$ cat src/rtl/irq_pkg.sv
package irq_pkg;
   // Source slots in the flag and mask vectors
   localparam int unsigned NUM_SRC   = 5;
   localparam int unsigned SRC_RX    = 0;
   localparam int unsigned SRC_TX    = 1;
   localparam int unsigned SRC_INIT  = 2;
   localparam int unsigned SRC_MERR  = 3;
   localparam int unsigned SRC_SYS   = 4;
   // Status register extra bits
   localparam int unsigned STAT_SUM_BIT = 5;
   localparam int unsigned STAT_EN_BIT  = 6;
   localparam int unsigned STAT_ERR_BIT = 7;
   // Mask/control register extra bits
   localparam int unsigned CTL_TXSUP_BIT = 8;
   localparam int unsigned CTL_LA_BIT    = 9;
endpackage

$ cat src/rtl/irq_event_qual.sv
module irq_event_qual
   import irq_pkg::*;
(
   input  logic               rx_last,
   input  logic               rx_first,
   input  logic               tx_done,
   input  logic               tx_ok,
   input  logic               init_done,
   input  logic               mem_err,
   input  logic               sys_ev,
   input  logic               tx_ok_suppress,
   input  logic               lookahead_en,
   output logic [NUM_SRC-1:0] ev_vec
);
   always_comb begin
      ev_vec           = '0;
      ev_vec[SRC_RX]   = rx_last | (rx_first & lookahead_en);
      ev_vec[SRC_TX]   = tx_done & ~(tx_ok & tx_ok_suppress);
      ev_vec[SRC_INIT] = init_done;
      ev_vec[SRC_MERR] = mem_err;
      ev_vec[SRC_SYS]  = sys_ev;
   end
endmodule

$ cat src/rtl/irq_flag_bank.sv
module irq_flag_bank #(
   parameter int unsigned N = 5
) (
   input  logic         clk,
   input  logic         rst_n,
   input  logic         clr_all,
   input  logic [N-1:0] ev_vec,
   input  logic [N-1:0] w1c_vec,
   output logic [N-1:0] flags
);
   initial begin : p_param_check
      assert (N >= 1) else $error("irq_flag_bank: N must be at least 1");
   end

   for (genvar i = 0; i < N; i++) begin : g_flag
      logic q;
      always_ff @(posedge clk or negedge rst_n) begin
         if (!rst_n)          q <= 1'b0;
         else if (clr_all)    q <= 1'b0;
         else if (ev_vec[i])  q <= 1'b1;   // event beats a same-cycle clear
         else if (w1c_vec[i]) q <= 1'b0;
      end
      assign flags[i] = q;
   end
endmodule

$ cat src/rtl/irq_pin_drv.sv
module irq_pin_drv #(
   parameter int unsigned N       = 5,
   parameter int unsigned SYS_IDX = 4,
   parameter bit          PIN_REG = 1'b1
) (
   input  logic         clk,
   input  logic         rst_n,
   input  logic [N-1:0] flags,
   input  logic [N-1:0] mask,
   input  logic         enable,
   output logic         summary,
   output logic         irq_n
);
   logic [N-1:0] live;
   logic         want_irq;

   initial begin : p_param_check
      assert (SYS_IDX < N) else $error("irq_pin_drv: SYS_IDX out of range");
   end

   assign live     = flags & ~mask;
   assign summary  = |live;
   assign want_irq = (summary & enable) | live[SYS_IDX];

   if (PIN_REG) begin : g_reg_pin
      always_ff @(posedge clk or negedge rst_n) begin
         if (!rst_n) irq_n <= 1'b1;
         else        irq_n <= ~want_irq;
      end
   end else begin : g_comb_pin
      assign irq_n = ~want_irq;
   end
endmodule

$ cat src/rtl/irq_status_ctrl.sv
module irq_status_ctrl
   import irq_pkg::*;
#(
   parameter int unsigned DATA_W      = 16,
   parameter int unsigned ADDR_W      = 2,
   parameter int unsigned STATUS_ADDR = 0,
   parameter int unsigned MASK_ADDR   = 1,
   parameter bit          PIN_REG     = 1'b1
) (
   input  logic              clk,
   input  logic              rst_n,
   input  logic              soft_rst,
   input  logic              stop_cmd,
   input  logic              reg_wr_en,
   input  logic [ADDR_W-1:0] reg_addr,
   input  logic [DATA_W-1:0] reg_wdata,
   output logic [DATA_W-1:0] reg_rdata,
   input  logic              ev_rx_last,
   input  logic              ev_rx_first,
   input  logic              ev_tx_done,
   input  logic              ev_tx_ok,
   input  logic              ev_init_done,
   input  logic              ev_mem_err,
   input  logic              ev_sys,
   output logic              irq_n
);
   localparam logic [ADDR_W-1:0] A_STAT = ADDR_W'(STATUS_ADDR);
   localparam logic [ADDR_W-1:0] A_MASK = ADDR_W'(MASK_ADDR);

   initial begin : p_param_check
      assert (DATA_W > CTL_LA_BIT) else $error("irq_status_ctrl: DATA_W too narrow");
      assert (STATUS_ADDR != MASK_ADDR) else $error("irq_status_ctrl: address clash");
      assert (MASK_ADDR < (1 << ADDR_W) && STATUS_ADDR < (1 << ADDR_W))
         else $error("irq_status_ctrl: address exceeds ADDR_W");
   end

   logic               clr_all;
   logic               wr_stat;
   logic               wr_mask;
   logic [NUM_SRC-1:0] w1c_vec;
   logic [NUM_SRC-1:0] ev_vec;
   logic [NUM_SRC-1:0] flags_q;
   logic [NUM_SRC-1:0] mask_q;
   logic               enable_q;
   logic               tx_sup_q;
   logic               la_q;
   logic               summary;
   logic               unused_wdata;

   assign clr_all      = soft_rst | stop_cmd;
   assign wr_stat      = reg_wr_en && (reg_addr == A_STAT);
   assign wr_mask      = reg_wr_en && (reg_addr == A_MASK);
   assign w1c_vec      = wr_stat ? reg_wdata[NUM_SRC-1:0] : '0;
   assign unused_wdata = ^reg_wdata;

   // Global enable: loaded by every status write, dropped by soft reset or stop
   always_ff @(posedge clk or negedge rst_n) begin
      if (!rst_n)       enable_q <= 1'b0;
      else if (clr_all) enable_q <= 1'b0;
      else if (wr_stat) enable_q <= reg_wdata[STAT_EN_BIT];
   end

   // Mask and qualifier controls: hard reset only
   always_ff @(posedge clk or negedge rst_n) begin
      if (!rst_n) begin
         mask_q   <= '0;
         tx_sup_q <= 1'b0;
         la_q     <= 1'b0;
      end else if (wr_mask) begin
         mask_q   <= reg_wdata[NUM_SRC-1:0];
         tx_sup_q <= reg_wdata[CTL_TXSUP_BIT];
         la_q     <= reg_wdata[CTL_LA_BIT];
      end
   end

   irq_event_qual u_qual (
      .rx_last       (ev_rx_last),
      .rx_first      (ev_rx_first),
      .tx_done       (ev_tx_done),
      .tx_ok         (ev_tx_ok),
      .init_done     (ev_init_done),
      .mem_err       (ev_mem_err),
      .sys_ev        (ev_sys),
      .tx_ok_suppress(tx_sup_q),
      .lookahead_en  (la_q),
      .ev_vec        (ev_vec)
   );

   irq_flag_bank #(.N(NUM_SRC)) u_flags (
      .clk    (clk),
      .rst_n  (rst_n),
      .clr_all(clr_all),
      .ev_vec (ev_vec),
      .w1c_vec(w1c_vec),
      .flags  (flags_q)
   );

   irq_pin_drv #(.N(NUM_SRC), .SYS_IDX(SRC_SYS), .PIN_REG(PIN_REG)) u_pin (
      .clk    (clk),
      .rst_n  (rst_n),
      .flags  (flags_q),
      .mask   (mask_q),
      .enable (enable_q),
      .summary(summary),
      .irq_n  (irq_n)
   );

   always_comb begin
      reg_rdata = '0;
      if (reg_addr == A_STAT) begin
         reg_rdata[NUM_SRC-1:0]  = flags_q;
         reg_rdata[STAT_SUM_BIT] = summary;
         reg_rdata[STAT_EN_BIT]  = enable_q;
         reg_rdata[STAT_ERR_BIT] = flags_q[SRC_MERR];
      end else if (reg_addr == A_MASK) begin
         reg_rdata[NUM_SRC-1:0]   = mask_q;
         reg_rdata[CTL_TXSUP_BIT] = tx_sup_q;
         reg_rdata[CTL_LA_BIT]    = la_q;
      end
   end
endmodule

$ cat config.mk
export PLATFORM = sky130hd
export DESIGN_NAME = irq_status_ctrl
export DESIGN_NICKNAME = d
export VERILOG_FILES = /design/src/rtl/irq_pkg.sv /design/src/rtl/irq_event_qual.sv /design/src/rtl/irq_flag_bank.sv /design/src/rtl/irq_pin_drv.sv /design/src/rtl/irq_status_ctrl.sv
export SDC_FILE = /design/constraint.sdc
export NUM_CORES = 1
export LEC_CHECK = 0
export ABC_AREA = 1
export BUFFER_PORTS_ARGS = -buffer_cell sky130_fd_sc_hd__buf_2
export CORE_MARGIN = 3
export CORE_UTILIZATION = 42
export DETAILED_ROUTE_END_ITERATION = 7
export PLACE_DENSITY = 0.77
export REMOVE_ABC_BUFFERS = 1
export SLEW_MARGIN = 20
export SYNTH_ARGS = -nofsm -noshare
export SYNTH_HDL_FRONTEND = slang
export SYNTH_SLANG_ARGS = --single-unit
$ cat constraint.sdc
create_clock -name clk -period 1.1 [get_ports clk]
set_clock_uncertainty 0.05 [all_clocks]
set_input_delay 0.22 -clock clk [delete_from_list [all_inputs] [get_ports clk]]
set_output_delay 0.22 -clock clk [all_outputs]
set_load 0.005 [all_outputs]
# --- Word level (Yosys, flattened, before mapping) ---
# Cells that the tools add are included.
classes:
  n_reduce_logical: 10
  mux: 23
  bitwise_logic: 11
  n_eq_ne: 1
op_table:
  columns: ["cell", "n"]
  rows:
  - ["$mux 1", 17]
  - ["$mux 5", 3]
  - ["$reduce_bool 3->1", 5]
  - ["$and 5x5->5", 1]
  - ["$not 5->5", 1]
  - ["$reduce_or 5->1", 1]
  - ["$and 1x1->1", 4]
  - ["$mux 2", 2]
  - ["$mux 3", 1]
  - ["$or 1x1->1", 3]
  - ["$eq 2x1->1 const B", 1]
  - ["$logic_and 1x1->1", 2]
  - ["$logic_not 2->1", 1]
  - ["$not 1->1", 2]
  - ["$reduce_bool 2->1", 1]
word_totals:
  regBits: 14
  output_inout_bits: 17
  wordCells: 55
  in_bits: 30

# --- Logic depth before layout (Yosys ltp) ---
# Gate-level depths: netlist (run 1).
logic_depth:
  word_depth: 6
  ltp_mapped: 5
  ltp_nobuf: 5

# --- Modules after synthesis ---
# A second synthesis (run 1) with hierarchy kept.
unflattened:
  cells_unflattened: 137
  area_unflattened_um2: 939.7
by_module_without_submodules:
  columns: ["mod", "cells_each", "area_each_um2", "n_inst"]
  rows:
  - ["irq_status_ctrl", 84, 548.0, 1]
  - ["irq_flag_bank", 30, 244.0, 1]
  - ["irq_pin_drv", 15, 101.3, 1]
  - ["irq_event_qual", 8, 46.3, 1]

# --- Worst setup path before layout (run 1) ---
# No wires, ideal clock.
synth_timing:
  path_type: "reg2out"
  startpoint: "register mask_q[3]"
  endpoint: "output port reg_rdata[5]"
  n_path_buf: 0
  slack_ps: 157
  arrival_time_ps: 673
  stages_incl_launch_ff: 6
  t_required_ps: 830
  path_cell_list: "dfrtp_1 -> inv_1 -> nand2_1 -> nand3_1 -> nor2_1 -> nor2_1"
synth_between:
  elab_chain_cells: 4
synth_lines:
  columns: ["item", "line", "text"]
  rows:
  - ["start, declared", "irq_status_ctrl.sv:43", "logic [NUM_SRC-1:0] mask_q;"]
  - ["start signal, assigned", "irq_status_ctrl.sv:70", "mask_q <= reg_wdata[NUM_SRC-1:0];"]
  - ["$not 5->5", "irq_pin_drv.sv:21", "assign live = flags & ~mask;"]
  - ["$and 5x5->5", "irq_pin_drv.sv:21", null]
  - ["$reduce_or 5->1", "irq_pin_drv.sv:22", "assign summary = |live;"]
  - ["$mux 3", "irq_status_ctrl.sv:110", "if (reg_addr == A_STAT) begin"]
  - ["end, declared", "irq_status_ctrl.sv:17", "output logic [DATA_W-1:0] reg_rdata,"]
# Every way passes these cells.

# --- Final worst setup path (run 1) ---
layout_timing:
  startpoint: "register mask_q[1]"
  endpoint: "output port reg_rdata[5]"
# The elaborated chain is that of the path after synthesis.

==> out/summary.txt, run 1 <==
Worst R2R Start: u_flags.g_flag[4].q
P_leak: 0.6475 nW
share of post-route cells with drive strength above 1: 52.23%
GR Overflow Total: 0
Overall Power: 1.269 mW
pins over their slew limit: 0
Multi-input gate area: 374.1 µm²
HP Class: primary input to flip-flop
Initial Util: 45.53%
Hold Fails Final Rpt: 0
post-synth cell types: 16
period utilization: 127.9%
clk sinks: 14
# fillers: 157
final setup margin: -0.3064 ns
# nets final: 188
RSZ-0062 raised after global routing: yes
WP data required: 0.83 ns
Worst VDD drop: 821.5 µV
commonest non-fill, non-tap cell in the layout: buf_2
crit path DAT: 1.14 ns
CP Capture Type: primary output
Warnings, synthesis: 0
WS Path Type: flip-flop to primary output
Critical R2R Capture: u_pin.irq_n
violated checks: setup timing
Hold EP: u_flags.g_flag[4].q
ant diodes: 0
Cell Pwr Density: 1074 nW/µm²
vias in the first global route: 790
IO buf count: 32
gpl congestion: 0.8058
outcome: complete, but fails checks
CP startpoint kind: flip-flop
CTS tree: done
critical-path maximum fanout: 3
grt met2 use: 32.60%
cell area after synthesis: 803.3 µm²
area grow syn2layout: 47.04%
Max Cap Violations: 0
Detailed Routing Iterations Pass 1: 4
drt initial violations: 13
met1 usage: 20.38%
area leader, netlist: dfrtp_1
Total Neg Setup Slack: -1.915 ns
reg2reg path depth: 7
Root Driver: clkbuf_4
clock-pin slew on the worst setup and hold paths: 0.08 ns
post-synth top area share: 40.50%
clk_lat worst skew: 0.28 ns
CTS Buf Count: 3
most used routing layer: met2
hold_sp: ev_sys
DIE AREA: 2473 µm²
placed standard-cell area: 975.9 µm²
initial antenna violation count: 0
Post-Layout Inst Area: 1181 µm²
final design utilization: 66.95%
remaining antenna violation count: 0
FF-to-FF setup slack: -0.21 ns
pin count of the biggest net entering global routing: 15
DRC viols: 0
Die H: 49.73 µm
average wire per standard cell: 12.15 µm
GRT Resource Usage Total: 18.23%
Seq. cell area: 351.6 µm²
Yosys reg bits: 14
Core ar.: 1764 µm²
I/O Pins: 47
vias per cell: 4.604
first-pass GRT wire length: 3463 µm
setup violators final: 12
Mean Syn Cell Area: 7.724 µm²
post-route minimum period: 1.406 ns
die extent in x: 49.73 µm
grt met3 use: 6.647%
CTS Buffer Depth: 2
fmax: 711.0 MHz
top post-synthesis cells by area: dfrtp_1 40%, nand2_1 10%, a21oi_1 8.1%, inv_1 7.0%, buf_4 6.5%
Site Rows: 15
H-tree depth: 1
vias: 838
commonest non-fill, non-tap cells in the layout: 31 x buf_2, 17 x nand2_1, 16 x buf_4, 13 x nor2_1, 13 x dfrtp_1
register area share after synthesis: 43.77%
DP Wirelength: 1393 µm
worst hold slack: 0.1185 ns
Routed WL: 2211 µm
Mapped Cells: 104
Hold Path Depth: 3
## what timing repair did
| action | in CTS | in global routing |
|---|---|---|
| hold endpoints to repair | 13 | 0 |
| setup endpoints to repair | 11 | 13 |
| cloned | 0 | 0 |
| pin swaps | 5 | 5 |
| hold buffers | 1 | 0 |
| resized for setup | 15 | 15 |
| buffers inserted | 14 | 3 |
## metal layers
layer	vias to the layer above	wire length (µm)	share of wire, %
met5	-	0	0
met4	0	16	0.72
met3	4	135	6.1
met2	25	1179	53
met1	388	879	40
li1	421	-	-
## how the worst max path moves through the flow
stage                              from      endpoint  slack [ns]  depth (start not counted)
floorplan                   reg_addr[1]  reg_rdata[0]        0.13                          3
global placement            reg_addr[1]  reg_rdata[4]        -0.1                          5
detailed placement          reg_addr[1]  reg_rdata[4]        -0.1                          5
CTS                 u_flags.g_flag[1].q  reg_rdata[5]       -0.26                          5
global route        u_flags.g_flag[3].q  reg_rdata[5]       -0.37                          5
finish                        mask_q[1]  reg_rdata[5]       -0.31                          6
## cells in the mapped netlist
library cell  instances
nand2_1              22
inv_1                15
nor2_1               14
a21oi_1              13
dfrtp_1              13
buf_4                 7
o21ai_0               5
nand3_2               4
nand3_1               3
buf_6                 2
conb_1                1
dfstp_2               1
nand3_4               1
nand4_1               1
nor2_2                1
o22ai_1               1
## registers in the layout (all words and copies together) (netlist names)
signal,flops
mask_q,5
enable_q,1
u_pin.irq_n,1
tx_sup_q,1
la_q,1
u_flags.g_flag.q,5
## where the power goes
group          total [mW]  internal [mW]  switching (mW)
Sequential          0.596          0.566          0.0299
Clock               0.310          0.141           0.169
Combinational       0.363          0.180           0.183
Total                1.27          0.886           0.383
## cells by family after synthesis
family                 share of synthesized area, %
and+or+nand+nor                               27.42
buffers and inverters                         16.35
AOI/OAI and AO/OA                             11.99
DFF                                           43.77
other                                        0.4668
## critical path, stage by stage, from the launching register on
cell and delay (ns):
dfrtp_1 0.38, inv_2 0.07, nand2_1 0.07, nand2_2 0.08
nor2_1 0.05, nor2_1 0.08, buf_2 0.12
## layout make-up
cell class,count,area share [%]
Inverter,15,4.767
Clock buffer,4,2.225
Tap cell,25,2.648
Sequential cell,14,29.77
Multi-Input combinational cell,71,31.67
Timing Repair Buffer,53,28.92
## stage by stage
stage | setup WS [ns] | instances
after floorplan | 0.1278 | 100
after global placement | -0.09685 | 162
after detailed placement | -0.09801 | 162
after CTS | -0.2622 | 181
after global routing | -0.3697 | 182
final | -0.3064 | 182
(Power assumes the default switching activity.)
==> inputs of run 2 (changes only) <==
--- a/config.mk
+++ b/config.mk
@@ -10,6 +10,7 @@
 export CORE_MARGIN = 3
 export CORE_UTILIZATION = 42
 export DETAILED_ROUTE_END_ITERATION = 7
+export MAX_ROUTING_LAYER = met4
 export PLACE_DENSITY = 0.77
 export REMOVE_ABC_BUFFERS = 1
 export SLEW_MARGIN = 20
==> run 2 against run 1 <==
Net effect:
- the flow still finishes with violations (setup timing)
- critical path depth is the same
- clock power about the same
- global-route usage is 0.50 points higher
- largest cell class unchanged
- total power about the same
==> out/summary.txt, run 2 (synthesis results as in run 1) <==
worst hold slack: 0.1178 ns (-0.0006580 ns)
CTS Buf Count: 3 (unchanged)
I/O Pins: 47 (unchanged)
met2 WL post-DR: 1182 µm (+0.25%)
pre-CTS WS: -0.09801 ns (unchanged)
FF-to-FF setup slack: -0.21 ns (about the same)
commonest non-fill, non-tap cell in the layout: buf_2
Largest regs: mask_q: 5 flops, u_flags.g_flag.q: 5 flops
met3 wire length: 145 µm (+7.4%)
pins over their slew limit: 0 (unchanged)
commonest non-fill, non-tap cells in the layout: 31 x buf_2, 17 x nand2_1, 16 x buf_4, 13 x nor2_1, 13 x dfrtp_1
WP data required: 0.83 ns (about the same)
WS Path Type: flip-flop to primary output
outcome: complete, but fails checks
Cell Pwr Density: 1075 nW/µm² (about the same)
CTS Buffer Depth: 2 (unchanged)
Root Driver: clkbuf_4
# nets final: 188 (unchanged)
H-tree depth: 1 (unchanged)
Die H: 49.73 µm (unchanged)
vias per cell: 4.665 (+1.3%)
GR Overflow Total: 0 (unchanged)
reg2reg path depth: 7 (unchanged)
average wire per standard cell: 12.10 µm (-0.36%)
DRC viols: 0 (unchanged)
Detailed Routing Iterations Pass 1: 4 (unchanged)
CP startpoint kind: flip-flop
DP Wirelength: 1393 µm (unchanged)
clk sinks: 14 (unchanged)
pin count of the biggest net entering global routing: 15 (unchanged)
first-pass GRT wire length: 3456 µm (-0.20%)
drt initial violations: 15 (+2)
P_leak: 0.6475 nW (unchanged)
Site Rows: 15 (unchanged)
Crit-path slowest cell: dfrtp_1
CP Capture Type: primary output
CP max stage delay: 0.38 ns (about the same)
Overall Power: 1.270 mW (about the same)
critical-path maximum fanout: 3 (unchanged)
Crit path depth: 6 (unchanged)
ant diodes: 0 (unchanged)
post-route minimum period: 1.409 ns (+0.002361 ns)
DIE AREA: 2473 µm² (unchanged)
Worst VDD drop: 821.4 µV (about the same)
clk_lat worst skew: 0.28 ns (about the same)
setup violators final: 12 (unchanged)
die extent in x: 49.73 µm (unchanged)
GRT Resource Usage Total: 18.73% (+0.50 points)
Max Cap Violations: 0 (unchanged)
vias: 849 (+1.3%)
fmax: 709.9 MHz (-0.17%)
crit path DAT: 1.14 ns (about the same)
CP endpoint: reg_rdata[5]
Total Neg Setup Slack: -1.930 ns (-0.01522 ns)
length of routed wiring on met1: 862 µm (-1.9%)
share of post-route cells with drive strength above 1: 52.23% (unchanged)
Initial Util: 45.53% (unchanged)
Hold Fails Final Rpt: 0 (unchanged)
IO buf count: 32 (unchanged)
highest metal used: met4
RSZ-0062 raised after global routing: yes
CTS tree: done
Routed WL: 2203 µm (-0.36%)
remaining antenna violation count: 0 (unchanged)
Worst R2R Start: u_flags.g_flag[4].q
gpl congestion: 0.8175 (+1.5%)
initial antenna violation count: 0 (unchanged)
final setup margin: -0.3087 ns (-0.002361 ns)
clock-pin slew on the worst setup and hold paths: 0.08 ns (about the same)
Crit path buffers/inverters: 2 (unchanged)
CP cell instances: inv_2, nand2_1, nand2_2, nor2_1, nor2_1, buf_2
CP delay by family, top: flip-flops
Core ar.: 1764 µm² (unchanged)
final design utilization: 66.95% (unchanged)
Critical R2R Capture: u_pin.irq_n
period utilization: 128.1% (+0.21 points)
area grow syn2layout: 47.04% (unchanged)
cell mode on critical path: nor2_1
crit path from: mask_q[1]
vias in the first global route: 789 (-0.13%)
HP Class: primary input to flip-flop
violated checks: setup timing
==> run 2: routing by layer <==
metal	track usage, %	up-vias
li1	-	421
met1	20.00	394
met2	33.04	30
met3	6.647	4
met4	4.147	0
met5	-	-
==> run 2: final cells by class <==
| class | instances | area, µm² |
|---|---|---|
| multi-input cells | 71 | 374.1 |
| repair buffers | 53 | 341.6 |
| clock buffers | 4 | 26.28 |
| fillers | 157 | 583.1 |
| inverters | 15 | 56.30 |
| well taps | 25 | 31.28 |
| flip-flops and latches | 14 | 351.6 |
==> run 2: stage by stage <==
stage,cells,instance area [µm²]
after global placement,162,975.9
after CTS,181,1135
after detailed placement,162,975.9
after global routing,182,1181
final,182,1181
after floorplan,100,747.0
==> run 2: what timing repair did <==
item                                    4_1_cts  5_1_grt
buffers inserted                             14        3
resized for setup                            15       15
endpoints found under the setup margin       11       13
pin swaps                                     5        5
hold endpoints to repair                     13        0
hold buffers                                  1        0
==> run 2: tightest hold or removal path: stages <==
cell and delay, ns:
buf_2 0.09, inv_1 0.05, a21oi_1 0.06
==> run 2: worst min path at each step <==
stage,from,to,depth (start not counted)
after floorplan,rst_n,enable_q,0
after global routing,ev_sys,u_flags.g_flag[4].q,3
final,ev_sys,u_flags.g_flag[4].q,3
after detailed placement,rst_n,u_flags.g_flag[2].q,1
after global placement,rst_n,mask_q[2],1
after CTS,ev_init_done,u_flags.g_flag[2].q,3
==> run 2: report_power, final <==
group / switching (mW) / internal, mW
Combinational: 0.183 / 0.180
Sequential: 0.0302 / 0.566
Clock: 0.170 / 0.141
Total: 0.383 / 0.886
